==> src/rtl/sprio_pkg.sv <==
// Package: shared exception codes and candidate slot numbering.
// Slot order is the selection priority; code = slot + 1, 0 = none.
package sprio_pkg;
    typedef enum logic [2:0] {
        EXC_NONE  = 3'd0,
        EXC_NMI   = 3'd1,
        EXC_VINMI = 3'd2,
        EXC_VFNMI = 3'd3,
        EXC_FIQ   = 3'd4,
        EXC_IRQ   = 3'd5,
        EXC_VIRQ  = 3'd6,
        EXC_VFIQ  = 3'd7
    } exc_code_t;

    localparam int NUM_CAND  = 7;
    localparam int SLOT_NMI   = 0;
    localparam int SLOT_VINMI = 1;
    localparam int SLOT_VFNMI = 2;
    localparam int SLOT_FIQ   = 3;
    localparam int SLOT_IRQ   = 4;
    localparam int SLOT_VIRQ  = 5;
    localparam int SLOT_VFIQ  = 6;
endpackage

==> src/rtl/sprio_gate.sv <==
// Module: sprio_gate
// Evaluates, for one target exception level, whether that level may be
// entered from the current level, whether superpriority is switched on
// there, and whether the all-interrupt mask is in force.
// Assumes: NLVL levels, levels encoded as unsigned numbers.
module sprio_gate #(
    parameter int NLVL    = 4,
    parameter bit HAS_NMI = 1'b1,
    localparam int LW     = (NLVL > 1) ? $clog2(NLVL) : 1
) (
    input  logic [LW-1:0]   cur_lvl,
    input  logic [LW-1:0]   tgt_lvl,
    input  logic [NLVL-1:0] sp_en,
    input  logic [NLVL-1:0] spm_en,
    input  logic            st_allint,
    input  logic            st_spsel,
    output logic            lvl_ok,
    output logic            sp_on,
    output logic            all_mask
);
    // Level check, superpriority enable and all-interrupt mask for this target.
    always_comb begin
        lvl_ok   = (tgt_lvl >= cur_lvl);
        sp_on    = HAS_NMI && sp_en[tgt_lvl];
        all_mask = sp_on && (cur_lvl == tgt_lvl) &&
                   (st_allint || (spm_en[tgt_lvl] && st_spsel));
    end
endmodule

==> src/rtl/sprio_pend.sv <==
// Module: sprio_pend
// Forms the pending level of each of the seven classes, merging hypervisor
// injection with the incoming lines, and folds NMI-class requests into their
// ordinary class when superpriority is off for their target.
// Assumes: slot numbering from sprio_pkg.
module sprio_pend
    import sprio_pkg::*;
(
    input  logic                nmi_req,
    input  logic                irq_req,
    input  logic                fiq_req,
    input  logic                virq_line,
    input  logic                vfiq_line,
    input  logic                vinmi_line,
    input  logic                vfnmi_line,
    input  logic                hyp_vi,
    input  logic                hyp_vf,
    input  logic                hyp_vinmi,
    input  logic                hyp_vfnmi,
    input  logic                sp_on_phys,
    input  logic                sp_on_virt,
    output logic [NUM_CAND-1:0] pend
);
    logic vinmi_lvl, virq_lvl, vfnmi_lvl, vfiq_lvl;

    // Injection: a superpriority-marked injection raises only the NMI variant.
    always_comb begin
        vinmi_lvl = (hyp_vi && hyp_vinmi) || vinmi_line;
        virq_lvl  = (hyp_vi && !hyp_vinmi) || virq_line;
        vfnmi_lvl = (hyp_vf && hyp_vfnmi) || vfnmi_line;
        vfiq_lvl  = (hyp_vf && !hyp_vfnmi) || vfiq_line;
    end

    // Slot vector with fallback of NMI classes to their ordinary classes.
    always_comb begin
        pend             = '0;
        pend[SLOT_FIQ]   = fiq_req;
        pend[SLOT_NMI]   = sp_on_phys && nmi_req;
        pend[SLOT_IRQ]   = irq_req || (!sp_on_phys && nmi_req);
        pend[SLOT_VINMI] = sp_on_virt && vinmi_lvl;
        pend[SLOT_VIRQ]  = virq_lvl || (!sp_on_virt && vinmi_lvl);
        pend[SLOT_VFNMI] = sp_on_virt && vfnmi_lvl;
        pend[SLOT_VFIQ]  = vfiq_lvl || (!sp_on_virt && vfnmi_lvl);
    end
endmodule

==> src/rtl/sprio_pick.sv <==
// Module: sprio_pick
// Fixed-priority picker: the lowest-numbered active candidate wins and its
// code is its index plus one; no active candidate gives code zero.
// Assumes: N + 1 fits in CW bits.
module sprio_pick #(
    parameter int N  = 7,
    parameter int CW = 3
) (
    input  logic [N-1:0]  cand,
    output logic [CW-1:0] code
);
    logic [N:0]   seen;
    logic [N-1:0] win;

    assign seen[0] = 1'b0;

    // Ripple chain: a candidate wins if no earlier one is active.
    for (genvar g = 0; g < N; g++) begin : g_chain
        assign win[g]    = cand[g] && !seen[g];
        assign seen[g+1] = seen[g] || cand[g];
    end

    // Encode the single winner into its code.
    always_comb begin
        code = '0;
        for (int i = 0; i < N; i++) begin
            if (win[i]) code = code | CW'(i + 1);
        end
    end
endmodule

==> src/rtl/sprio_arb.sv <==
// Module: sprio_arb (top)
// Interrupt acceptance and selection with a superpriority class. Forms the
// pending classes, applies level, status and routing masks, picks the
// first unmasked class in priority order and registers its code.
// Assumes: virtual classes target level 1; physical classes share one
// target level; synchronous active-low reset.
module sprio_arb
    import sprio_pkg::*;
#(
    parameter int NLVL    = 4,
    parameter bit HAS_NMI = 1'b1,
    localparam int LW     = (NLVL > 1) ? $clog2(NLVL) : 1
) (
    input  logic            clk,
    input  logic            rst_n,
    input  logic            nmi_req,
    input  logic            irq_req,
    input  logic            fiq_req,
    input  logic            virq_line,
    input  logic            vfiq_line,
    input  logic            vinmi_line,
    input  logic            vfnmi_line,
    input  logic [LW-1:0]   cur_lvl,
    input  logic [LW-1:0]   phys_tgt_lvl,
    input  logic            st_mask_i,
    input  logic            st_mask_f,
    input  logic            st_allint,
    input  logic            st_spsel,
    input  logic [NLVL-1:0] sp_en,
    input  logic [NLVL-1:0] spm_en,
    input  logic            hyp_imo,
    input  logic            hyp_fmo,
    input  logic            hyp_tge,
    input  logic            hyp_vi,
    input  logic            hyp_vf,
    input  logic            hyp_vinmi,
    input  logic            hyp_vfnmi,
    output logic [2:0]      exc_code,
    output logic            exc_valid
);
    localparam int NTGT          = 2;   // 0: physical target, 1: virtual target
    localparam logic [LW-1:0] VLVL = LW'(1);

    logic [LW-1:0]       tgt   [NTGT];
    logic [NTGT-1:0]     lvl_ok, sp_on, all_mask;
    logic [NUM_CAND-1:0] pend, unmask, cand;
    logic [2:0]          pick_code;

    assign tgt[0] = phys_tgt_lvl;
    assign tgt[1] = VLVL;

    // One gate per target level class.
    for (genvar t = 0; t < NTGT; t++) begin : g_gate
        sprio_gate #(.NLVL(NLVL), .HAS_NMI(HAS_NMI)) u_gate (
            .cur_lvl   (cur_lvl),
            .tgt_lvl   (tgt[t]),
            .sp_en     (sp_en),
            .spm_en    (spm_en),
            .st_allint (st_allint),
            .st_spsel  (st_spsel),
            .lvl_ok    (lvl_ok[t]),
            .sp_on     (sp_on[t]),
            .all_mask  (all_mask[t])
        );
    end

    sprio_pend u_pend (
        .nmi_req    (nmi_req),
        .irq_req    (irq_req),
        .fiq_req    (fiq_req),
        .virq_line  (virq_line),
        .vfiq_line  (vfiq_line),
        .vinmi_line (vinmi_line),
        .vfnmi_line (vfnmi_line),
        .hyp_vi     (hyp_vi),
        .hyp_vf     (hyp_vf),
        .hyp_vinmi  (hyp_vinmi),
        .hyp_vfnmi  (hyp_vfnmi),
        .sp_on_phys (sp_on[0]),
        .sp_on_virt (sp_on[1]),
        .pend       (pend)
    );

    // Per-class unmask conditions from level, status and routing bits.
    always_comb begin
        logic p_ok, v_irq_rt, v_fiq_rt;
        p_ok     = lvl_ok[0] && !all_mask[0];
        v_irq_rt = lvl_ok[1] && !all_mask[1] && hyp_imo && !hyp_tge;
        v_fiq_rt = lvl_ok[1] && !all_mask[1] && hyp_fmo && !hyp_tge;
        unmask             = '0;
        unmask[SLOT_NMI]   = p_ok;
        unmask[SLOT_FIQ]   = p_ok && !st_mask_f;
        unmask[SLOT_IRQ]   = p_ok && !st_mask_i;
        unmask[SLOT_VINMI] = v_irq_rt;
        unmask[SLOT_VFNMI] = v_fiq_rt;
        unmask[SLOT_VIRQ]  = v_irq_rt && !st_mask_i;
        unmask[SLOT_VFIQ]  = v_fiq_rt && !st_mask_f;
    end

    assign cand = pend & unmask;

    sprio_pick #(.N(NUM_CAND), .CW(3)) u_pick (
        .cand (cand),
        .code (pick_code)
    );

    // Output register: selected code and valid flag, cleared by reset.
    always_ff @(posedge clk) begin
        if (!rst_n) begin
            exc_code  <= EXC_NONE;
            exc_valid <= 1'b0;
        end else begin
            exc_code  <= pick_code;
            exc_valid <= (pick_code != EXC_NONE);
        end
    end
endmodule

==> config.mk <==
export PLATFORM = sky130hd
export DESIGN_NAME = sprio_arb
export DESIGN_NICKNAME = d
export VERILOG_FILES = /design/src/rtl/sprio_pkg.sv /design/src/rtl/sprio_gate.sv /design/src/rtl/sprio_pend.sv /design/src/rtl/sprio_pick.sv /design/src/rtl/sprio_arb.sv
export SDC_FILE = /design/constraint.sdc
export NUM_CORES = 1
export LEC_CHECK = 0
export CAP_MARGIN = 20
export CORE_UTILIZATION = 30
export CTS_BUF_LIST = sky130_fd_sc_hd__clkbuf_8 sky130_fd_sc_hd__clkbuf_16
export CTS_CLUSTER_DIAMETER = 60
export DETAILED_ROUTE_END_ITERATION = 16
export GPL_TIMING_DRIVEN = 0
export PLACE_DENSITY = 0.72
export RECOVER_POWER = 50
export REMOVE_ABC_BUFFERS = 1
export SKIP_LAST_GASP = 1
export SLEW_MARGIN = 20
export SYNTH_ARGS = -nofsm -noshare
export SYNTH_HDL_FRONTEND = slang
export SYNTH_SLANG_ARGS = --single-unit
==> constraint.sdc <==
create_clock -name clk -period 2.35 [get_ports clk]
set_input_delay 0.47 -clock clk [delete_from_list [all_inputs] [get_ports clk]]
set_output_delay 0.47 -clock clk [all_outputs]
set_load 0.005 [all_outputs]
==> qor.txt <==
Ports - 36
Synth Flop Type - dfxtp_1
sequential area share after synthesis - 16.3%
Max-slew headroom - 75.4%
hpwl dp - 1180 um
global route overflow - 0
routability-driven placement congestion ratio - 0.786
worst hold slack - 0.855 ns
number of flops mapped to enable cells by yosys - 0
clock root cell - clkbuf_8
maximum capacitance violations - 0
synthesized flop and latch total - 4
H-tree depth - 1
FMAX - 443 MHz
status - finished clean
most common cell after layout, fill and taps aside - clkdlybuf4s50_1
Remaining DRCs - 0
largest net degree at the start of global routing - 7
global-route wire length before repair - 2680 um
count of final hold-check violations - 0
die area - 1800 um2
WS Path Type - in2reg
Worst EP arrival - 2.35 ns
Reg clk slew, reported paths - 0.03 ns
mean post-synth cell area - 7.79 um2
initial antenna violation count - 0
filler instances - 146
Startpoint Class - primary input
share of cells above drive strength 1 - 7.84%
Starting Density - 32.2%
vias in the first global route - 645
crit path time final - 2.26 ns
Netlist Area Pre-Place - 490 um2
Die W - 42.4 um
Final Util - 60.4%
Crit. End Element - flip-flop
worst slew pin tran - 0.369 ns
Synth-to-Final Area Change - 87.8%
Total GRT Usage - 20.1%
Die Ht - 42.4 um
post-synthesis cell type count - 29
Leak Pwr - 0.402 nW
RSZ-0062 raised after global routing - no
async set-or-reset flop fraction in the synthesized netlist - 0%
worst vdd ir - 0.000352 V
Synth area leader - dfxtp_1
min-delay worst type - in2reg
CTS buffer count - 3
post-DR wirelength/cell - 12.2 um
Post-Syn Instances - 63
final worst slack - 0.0924 ns
final setup fails - 0
WL final - 1440 um
Final Power - 0.365 mW
area of the multi-input gates - 390 um2
# hold bufs at CTS - 0
fin crit share - 96.1%
Layout Cells excl Fill - 118
DR pass1 iterations - 4
Critical Path RT - 2.44 ns
ANT cells - 0
Vias - 602
warnings from Yosys - 0
CORE AREA - 1520 um2
max-slew violations - 0
Sequential Area - 80.1 um2
vias per cell - 5.10
# placed instances - 114
Power Density - 396 nW/um2
Rows - 14
Setup WS pre-CTS - -0.119 ns
largest cells by area after synthesis - dfxtp_1 (16%), nand2b_1 (8.9%), a311oi_4 (5.4%), inv_1 (5.4%), a21oi_1 (5.1%)
Clock Sink Count - 4
worst-path maximum fanout - 5
DRT iter0 DRCs - 8
Clock Tree Buf Depth - 2
TritonCTS clock tree - yes
most frequent cells in the layout - clkdlybuf4s50_1 (29), inv_1 (7), nand2b_1 (7), nand2_1 (6), nor2_1 (6)
Routed Antenna Nets - 0
Buffers on Ports - 35
post-synth top area share - 16.3%
# nets final - 138
[cell usage after synthesis (2+ instances only)]
library cell / number
nand2_1: 6
nand2b_1: 7
dfxtp_1: 4
mux2i_1: 2
ha_1: 2
inv_1: 7
a21oi_1: 5
o221ai_1: 2
nor3_1: 3
nor2_1: 6
[power by group]
| part | internal [mW] | total, mW | switching, mW |
|---|---|---|---|
| logic | 0.0892 | 0.145 | 0.0559 |
| registers | 0.0743 | 0.0754 | 0.00105 |
| clock network | 0.109 | 0.144 | 0.0354 |
[registers in the layout, summed over array words and instances (netlist names)]
register,flops
exc_code,3
exc_valid,1
[timing repair]
| action | 4_1_cts | 5_1_grt |
|---|---|---|
| setup buffers | 0 | 1 |
| endpoints found under the setup margin | 0 | 1 |
| gates resized for setup | 0 | 3 |
[worst paths after layout]
| kind | slack (ns) | from | depth (start not counted) | to |
|---|---|---|---|---|
| min | 0.85 | rst_n | 3 | exc_code[2] |
| max | 0.09 | phys_tgt_lvl[1] | 6 | exc_valid |
[through the flow]
stage / TNS (ns) / cell area (um2)
4_1_cts: 0 / 902
5_1_grt: 0 / 921
3_3_place_gp: -0.228 / 861
2_1_floorplan: 0 / 490
3_5_place_dp: -0.216 / 861
6_report: 0 / 921
[metal layers]
metal	vias up	wire length, um	track usage (%)
met4	0	34	11.3
met3	4	79	8.19
li1	319	-	-
met5	-	0	0
met2	21	689	31.1
met1	258	633	23.3
[worst max-delay path: stages]
cell and delay, ns:
clkdlybuf4s50_1 0.53, mux4_2 0.56, a41o_1 0.31, o2111ai_1 0.21, o211a_1 0.19, a31oi_1 0.08
[area by class of cell]
cell class / instances / share of cell area (%)
Tap cell: 16 / 2.17
Multi-Input combinational cell: 52 / 42.4
Inverter: 7 / 2.85
Timing Repair Buffer: 36 / 39.4
Clock buffer: 3 / 4.48
Sequential cell: 4 / 8.70
[logic make-up (layout without fill, tap and decap cells)]
kind of cell / count (synthesis) / count (layout) / synth area share [%]
buffers and inverters: 7 / 46 / 5.36
AOI/OAI and AO/OA: 22 / 22 / 37.8
DFF: 4 / 4 / 16.3
and+or+nand+nor: 25 / 25 / 26.8
muxes: 3 / 3 / 8.67
adders and majority gates: 2 / 2 / 5.10
(Power assumes the default switching activity.)
